File: config.mk
export PLATFORM = sky130hd
export DESIGN_NAME = absdiff_addsub
export DESIGN_NICKNAME = d
export VERILOG_FILES = /design/src/rtl/absdiff_pkg.sv /design/src/rtl/absd_full_adder.sv /design/src/rtl/absd_ripple_adder.sv /design/src/rtl/absd_cond_negate.sv /design/src/rtl/absdiff_addsub.sv
export SDC_FILE = /design/constraint.sdc
export NUM_CORES = 1
export LEC_CHECK = 0
export ABC_AREA = 1
export BUFFER_PORTS_ARGS = -buffer_cell sky130_fd_sc_hd__buf_2
export CORE_AREA = 3 3 40 42
export DETAILED_ROUTE_END_ITERATION = 10
export DIE_AREA = 0 0 43 45
export PLACE_DENSITY_LB_ADDON = 0.3
export SKIP_LAST_GASP = 1
export SLEW_MARGIN = 20
export SYNTH_ARGS = -nofsm -noshare
export SYNTH_HDL_FRONTEND = slang
export SYNTH_SLANG_ARGS = --single-unit
File: constraint.sdc
create_clock -name vclk -period 8
set_input_delay 0.8 -clock vclk [all_inputs]
set_output_delay 0.8 -clock vclk [all_outputs]
set_load 0.05 [all_outputs]
File: src/rtl/absdiff_pkg.sv
package absdiff_pkg;
  localparam int unsigned DATA_W = 8;
  localparam int unsigned MODE_W = 2;

  typedef enum logic [MODE_W-1:0] {
    MODE_ADD0   = 2'd0,
    MODE_ADD1   = 2'd1,
    MODE_MAGN   = 2'd2,
    MODE_RAWSUB = 2'd3
  } absdiff_mode_e;

  function automatic logic is_sub(input logic [MODE_W-1:0] m);
    return m[1];
  endfunction
endpackage

File: src/rtl/absd_full_adder.sv
module absd_full_adder (
  input  logic x_i,
  input  logic y_i,
  input  logic c_i,
  output logic s_o,
  output logic c_o
);
  logic xy;
  always_comb begin
    xy  = x_i ^ y_i;
    s_o = xy ^ c_i;
    c_o = (x_i & y_i) | (xy & c_i);
  end
endmodule

File: src/rtl/absd_ripple_adder.sv
module absd_ripple_adder #(
  parameter int unsigned WIDTH = 8
) (
  input  logic [WIDTH-1:0] x_i,
  input  logic [WIDTH-1:0] y_i,
  input  logic             cin_i,
  output logic [WIDTH-1:0] sum_o,
  output logic             cout_o
);
  logic [WIDTH:0] chain;

  always_comb chain[0] = cin_i;

  for (genvar k = 0; k < WIDTH; k++) begin : g_bit
    absd_full_adder u_fa (
      .x_i (x_i[k]),
      .y_i (y_i[k]),
      .c_i (chain[k]),
      .s_o (sum_o[k]),
      .c_o (chain[k+1])
    );
  end

  always_comb cout_o = chain[WIDTH];
endmodule

File: src/rtl/absd_cond_negate.sv
module absd_cond_negate #(
  parameter int unsigned WIDTH = 8
) (
  input  logic [WIDTH-1:0] val_i,
  input  logic             neg_en_i,
  output logic [WIDTH-1:0] val_o
);
  logic [WIDTH-1:0] flipped;
  logic [WIDTH-1:0] negated;
  logic             unused_cout;

  always_comb flipped = val_i ^ {WIDTH{neg_en_i}};

  absd_ripple_adder #(.WIDTH(WIDTH)) u_inc (
    .x_i    (flipped),
    .y_i    ('0),
    .cin_i  (neg_en_i),
    .sum_o  (negated),
    .cout_o (unused_cout)
  );

  always_comb val_o = negated;
endmodule

File: src/rtl/absdiff_addsub.sv
module absdiff_addsub
  import absdiff_pkg::*;
#(
  parameter int unsigned WIDTH = DATA_W
) (
  input  logic [WIDTH-1:0]  op_a_i,
  input  logic [WIDTH-1:0]  op_b_i,
  input  logic [MODE_W-1:0] mode_i,
  output logic [WIDTH-1:0]  sum_o,
  output logic              carry_o,
  output logic              neg_o
);
  logic             sub_en;
  logic             magn_en;
  logic [WIDTH-1:0] b_eff;
  logic [WIDTH-1:0] raw_sum;
  logic             raw_cout;
  logic             borrow;

  always_comb begin
    sub_en  = is_sub(mode_i);
    magn_en = (mode_i == MODE_MAGN);
    b_eff   = op_b_i ^ {WIDTH{sub_en}};
  end

  absd_ripple_adder #(.WIDTH(WIDTH)) u_main (
    .x_i    (op_a_i),
    .y_i    (b_eff),
    .cin_i  (sub_en),
    .sum_o  (raw_sum),
    .cout_o (raw_cout)
  );

  always_comb borrow = sub_en & ~raw_cout;

  absd_cond_negate #(.WIDTH(WIDTH)) u_fix (
    .val_i    (raw_sum),
    .neg_en_i (borrow & magn_en),
    .val_o    (sum_o)
  );

  always_comb begin
    carry_o = raw_cout;
    neg_o   = borrow;
  end

  // Port-level checks against integer arithmetic
  always_comb begin
    if (!mode_i[1]) begin
      assert_add_R1: assert ({carry_o, sum_o} == ({1'b0, op_a_i} + {1'b0, op_b_i}))
        else $error("R1 add mismatch");
    end
    if (mode_i == MODE_RAWSUB) begin
      assert_rawsub_R2: assert (sum_o == WIDTH'(op_a_i - op_b_i) && carry_o == (op_a_i >= op_b_i))
        else $error("R2 raw difference mismatch");
    end
    if (mode_i == MODE_MAGN) begin
      assert_magn_R3: assert (sum_o == ((op_a_i >= op_b_i) ? WIDTH'(op_a_i - op_b_i)
                                                           : WIDTH'(op_b_i - op_a_i)))
        else $error("R3 magnitude mismatch");
    end
    assert_negflag_R4: assert (neg_o == (mode_i[1] && (op_a_i < op_b_i)))
      else $error("R4 negative flag mismatch");
    if (mode_i[1] && op_a_i == op_b_i) begin
      assert_equal_R5: assert (sum_o == '0 && !neg_o && carry_o)
        else $error("R5 equal operand mismatch");
    end
  end
endmodule

* Word level (Yosys, flattened, before mapping) *
Index checks and enable logic that the tools add are counted.

word-level totals
  register bits after elaboration = 0
  word-level logic and storage cells = 61
  output and inout port bits = 10
  input port bits = 18

cells by class
  bitwise operators = 60
  equal/unequal tests = 1

operators with widths
  kind                number
  $and 1x1->1         25
  $xor 1x1->1         24
  $xor 8x8->8         2
  $or 1x1->1          8
  $eq 2x2->1 const B  1
  $not 1->1           1

* Logic depth before layout (Yosys ltp) *
  depth after elaboration = 30
  mapped depth = 25
  depth with buffers taken out = 23

* By module *
Synthesis repeated with hierarchy kept, for this count alone.

second synthesis, totals
  cells, all modules = 89
  area total of the unflattened synthesis = 609.3 um2

modules (own cells, without submodules)
  module            seq. area each (um2)  instances  cells each  area each (um2)
  absd_full_adder   0.0                   16         1           20.0
  absdiff_addsub    0.0                   1          38          150.1
  absd_cond_negate  0.0                   1          35          138.9

* Worst setup path before layout *
OpenSTA, ideal clock, no wires.

  path kind = input to output
  from = in mode_i[1]
  to = out sum_o[7]
  arrival = 5.569 ns
  setup slack = 1.631 ns
  stages = 25
  path buffers = 2
  data required time = 7.200 ns
  cells stage by stage = buf_6 mux2_2 fa_1 fa_1 fa_1 fa_1 fa_1 fa_1 inv_1 fa_1 nand3_4 xnor2_1 ha_1 ha_1 ha_1 ha_1 ha_1 ha_1 inv_1 nand2_1 nand2_1 nand2_1 nand2_1 inv_1 buf_4

on the way
  longest elaborated chain between the ends = 30
  elaborated cells between the ends (all ways) = 54
  classes of those cells = 1 x eq/ne; 53 x bitwise

RTL lines
  element                    line                    source
  start, declared            absdiff_addsub.sv:8     input logic [MODE_W-1:0] mode_i,
  $xor 8x8->8                absdiff_addsub.sv:23    b_eff = op_b_i ^ {WIDTH{sub_en}};
  $xor 1x1->1                absd_full_adder.sv:10   xy = x_i ^ y_i;
  $and 1x1->1                absd_full_adder.sv:12   c_o = (x_i & y_i) | (xy & c_i);
  $or 1x1->1                 absd_full_adder.sv:12
  $and 1x1->1                absd_full_adder.sv:12
  $or 1x1->1                 absd_full_adder.sv:12
  $and 1x1->1                absd_full_adder.sv:12
  $or 1x1->1                 absd_full_adder.sv:12
  (+8 left out)              n/a
  $and 1x1->1                absd_full_adder.sv:12
  $or 1x1->1                 absd_full_adder.sv:12
  $not 1->1                  absdiff_addsub.sv:34    always_comb borrow = sub_en & ~raw_cout;
  $and 1x1->1                absdiff_addsub.sv:34
  $and 1x1->1                absdiff_addsub.sv:38    .neg_en_i (borrow & magn_en),
  $xor 8x8->8                absd_cond_negate.sv:12  always_comb flipped = val_i ^ {WIDTH{neg_en_i}};
  $and 1x1->1 (7 in series)  absd_full_adder.sv:12
  $xor 1x1->1 (*)            absd_full_adder.sv:11   s_o = xy ^ c_i;
  end, declared              absdiff_addsub.sv:9     output logic [WIDTH-1:0] sum_o,

Mark *: on every way between the ends. The rest lies on a longest branch, timed or not.

* Worst setup path after layout *
Same ends and word-level chain as after synthesis.

==> metrics.cfg <==
[status]
outcome = finished, final reports clean

[floorplan]
dieArea_mm2 = 0.00194
core_area_mm2 = 0.00128
io_pins = 28
die_w_um = 43
rows = 13
die_y_um = 45
start_util = 0.399

[power_and_ir_drop]
leakagePower_nw = 0.341
seqPwrFrac = 0
power_frac_comb = 1.000
p_sw_frac = 0.706
p_switching_w = 0.0000840
ir_drop_uv = 65.1
internal_power_w = 0.0000350
clock_power_share = 0
power_density_mw_per_mm2 = 198

[placed_design]
place_congestion = 0.637
dp_slack_ns = 1.21
hpwl_um = 859
portBuffers = 28

[critical_path]
crit_buf_inv = 5
worstPathMaxFanout = 10
required_ns = 7.20
start_kind = input pin
path_delay_family = adder cells
critPathKind = in -> out
crit_arrival_ns = 5.94
cp-end-kind = output port
cpPeakStageDelay_ns = 0.40
cpMostUsedCell = fa_1
crit_slowest_cell = fa_1

[drt]
drc = 0
via_count = 392
post_drt_wl_per_cell_um = 9.70
drt_iter0_drc = 2
detail-route-antenna-nets = 0
firstDrtPassIters = 4
viasPerCell = 4.26
drt_wl_total_um = 892

[finish]
syn_to_final_growth_pct = 17.1
numSequentialCells = 0
final-seq-area_um2 = 0
antennaDiodeCount = 0
final.clkbuf_count = 0
drive_above_1_share = 0.390
final_net_count = 110

[timing]
rsz0062_at_grt = false
timing.final.ws_setup_ns = 1.26
post-route-min-period_ns = 6.74
tightestPinTransition_ns = 0.261
fin_tns_setup_ns = 0
max_freq_ghz = 0.148
hold_ws_ns = 1.97
slew-limit-headroom = 0.826
slew_viol_final = 0
setup_viol = 0
fin_crit_sh = 0.843
finalHoldViolCount = 0

[synthesis]
synth.cell_area_um2 = 513
synth-adder-area-share = 0.420
yosys.area_share.xor_xnor = 0.239
synth-simple-area-share = 0.122
synth_top_family_by_area = adder cells
synthMuxAreaShare = 0.0220
synthDistinctLibCells = 11
syn_avg_cell_area_um2 = 8.84
synth_warnings = 0
ys_seq_area_frac = 0
synth_compound_area_frac = 0
syn_nets = 89
synthCells = 58

[worst_hold_path]
hold_path_class = in -> out
hold_end = sum_o[0]
min_from = op_a_i[0]
whs_path_depth = 3

[clock_network]
post-cts-setup-buffers = 0
cts_resized = 0
ctsHoldBuffers = 0

[global_route]
grt_pass1_vias = 401
grt_pass1_wl_um = 1570
grt_max_degree = 11
antenna_found_initial = 0
grt_overflow = 0
grt_usage = 0.102

[job]
maxCapViolations = 0

==> stage by stage <==
stage               instances  cell area (um2)   util  power (W)
detailed placement         92              601  0.467   0.000121
global placement           92              601  0.467   0.000119
finish                     92              601  0.467   0.000119
CTS                        92              601  0.467   0.000121
floorplan                  58              513      -   0.000115
global route               92              601  0.467   0.000130
==> cells in the mapped netlist, drive strengths merged <==
master / number / area (um2)
nand2: 10 / 37.5
buf: 9 / 71.3
inv: 8 / 30.0
fa: 7 / 140
xnor2: 7 / 61.3
xor2: 7 / 61.3
ha: 6 / 75.1
nor2: 2 / 7.51
mux2: 1 / 11.3
nand3: 1 / 17.5
==> worst max path at each step <==
stage,startpoint,to,slack (ns),depth (start not counted)
4_1_cts,mode_i[1],sum_o[7],1.20,25
5_1_grt,mode_i[1],sum_o[7],0.95,25
3_3_place_gp,mode_i[1],sum_o[7],1.33,25
3_5_place_dp,mode_i[1],sum_o[7],1.21,25
6_report,mode_i[1],sum_o[7],1.26,25
2_1_floorplan,mode_i[1],sum_o[7],1.63,25
==> cell type report <==
class | instances | area (um2)
fillers | 142 | 684
multi-input cells | 41 | 412
repair buffers | 28 | 140
well taps | 15 | 18.8
inverters | 8 | 30.0
==> layer usage <==
metal	vias up	routed length (um)	GRT usage
met2	10	529	0.216
met3	0	69	0.0159
met5	-	0	0
met4	0	0	0
met1	179	294	0.113
li1	203	-	-
==> power groups by stage <==
stage | Clock, W | Combinational, W | Sequential (W)
detailed placement | 0 | 0.000121 | 0
global placement | 0 | 0.000119 | 0
floorplan | 0 | 0.000115 | 0
CTS | 0 | 0.000121 | 0
finish | 0 | 0.000119 | 0
global route | 0 | 0.000130 | 0
==> tightest hold or removal path: cells and delay by family <==
family                    cells  cell delay, ns
buffers and inverters         2            0.30
xor gates and xnor gates      1            0.07
==> placed cells by master (no fill, tap or decap) <==
master / instances
inv_1: 8
nor2_1: 2
fa_1: 7
xor2_1: 7
nand3_4: 1
buf_2: 28
nand2_1: 10
ha_1: 6
mux2_2: 1
xnor2_1: 7
==> cell families (layout without fill, tap and decap cells) <==
logic type	after synthesis	in the layout
adders and majority gates	13	13
buffers and inverters	17	36
xor gates and xnor gates	14	14
and+or+nand+nor	13	13
muxes	1	1
Power figures use the tool's default switching activity.
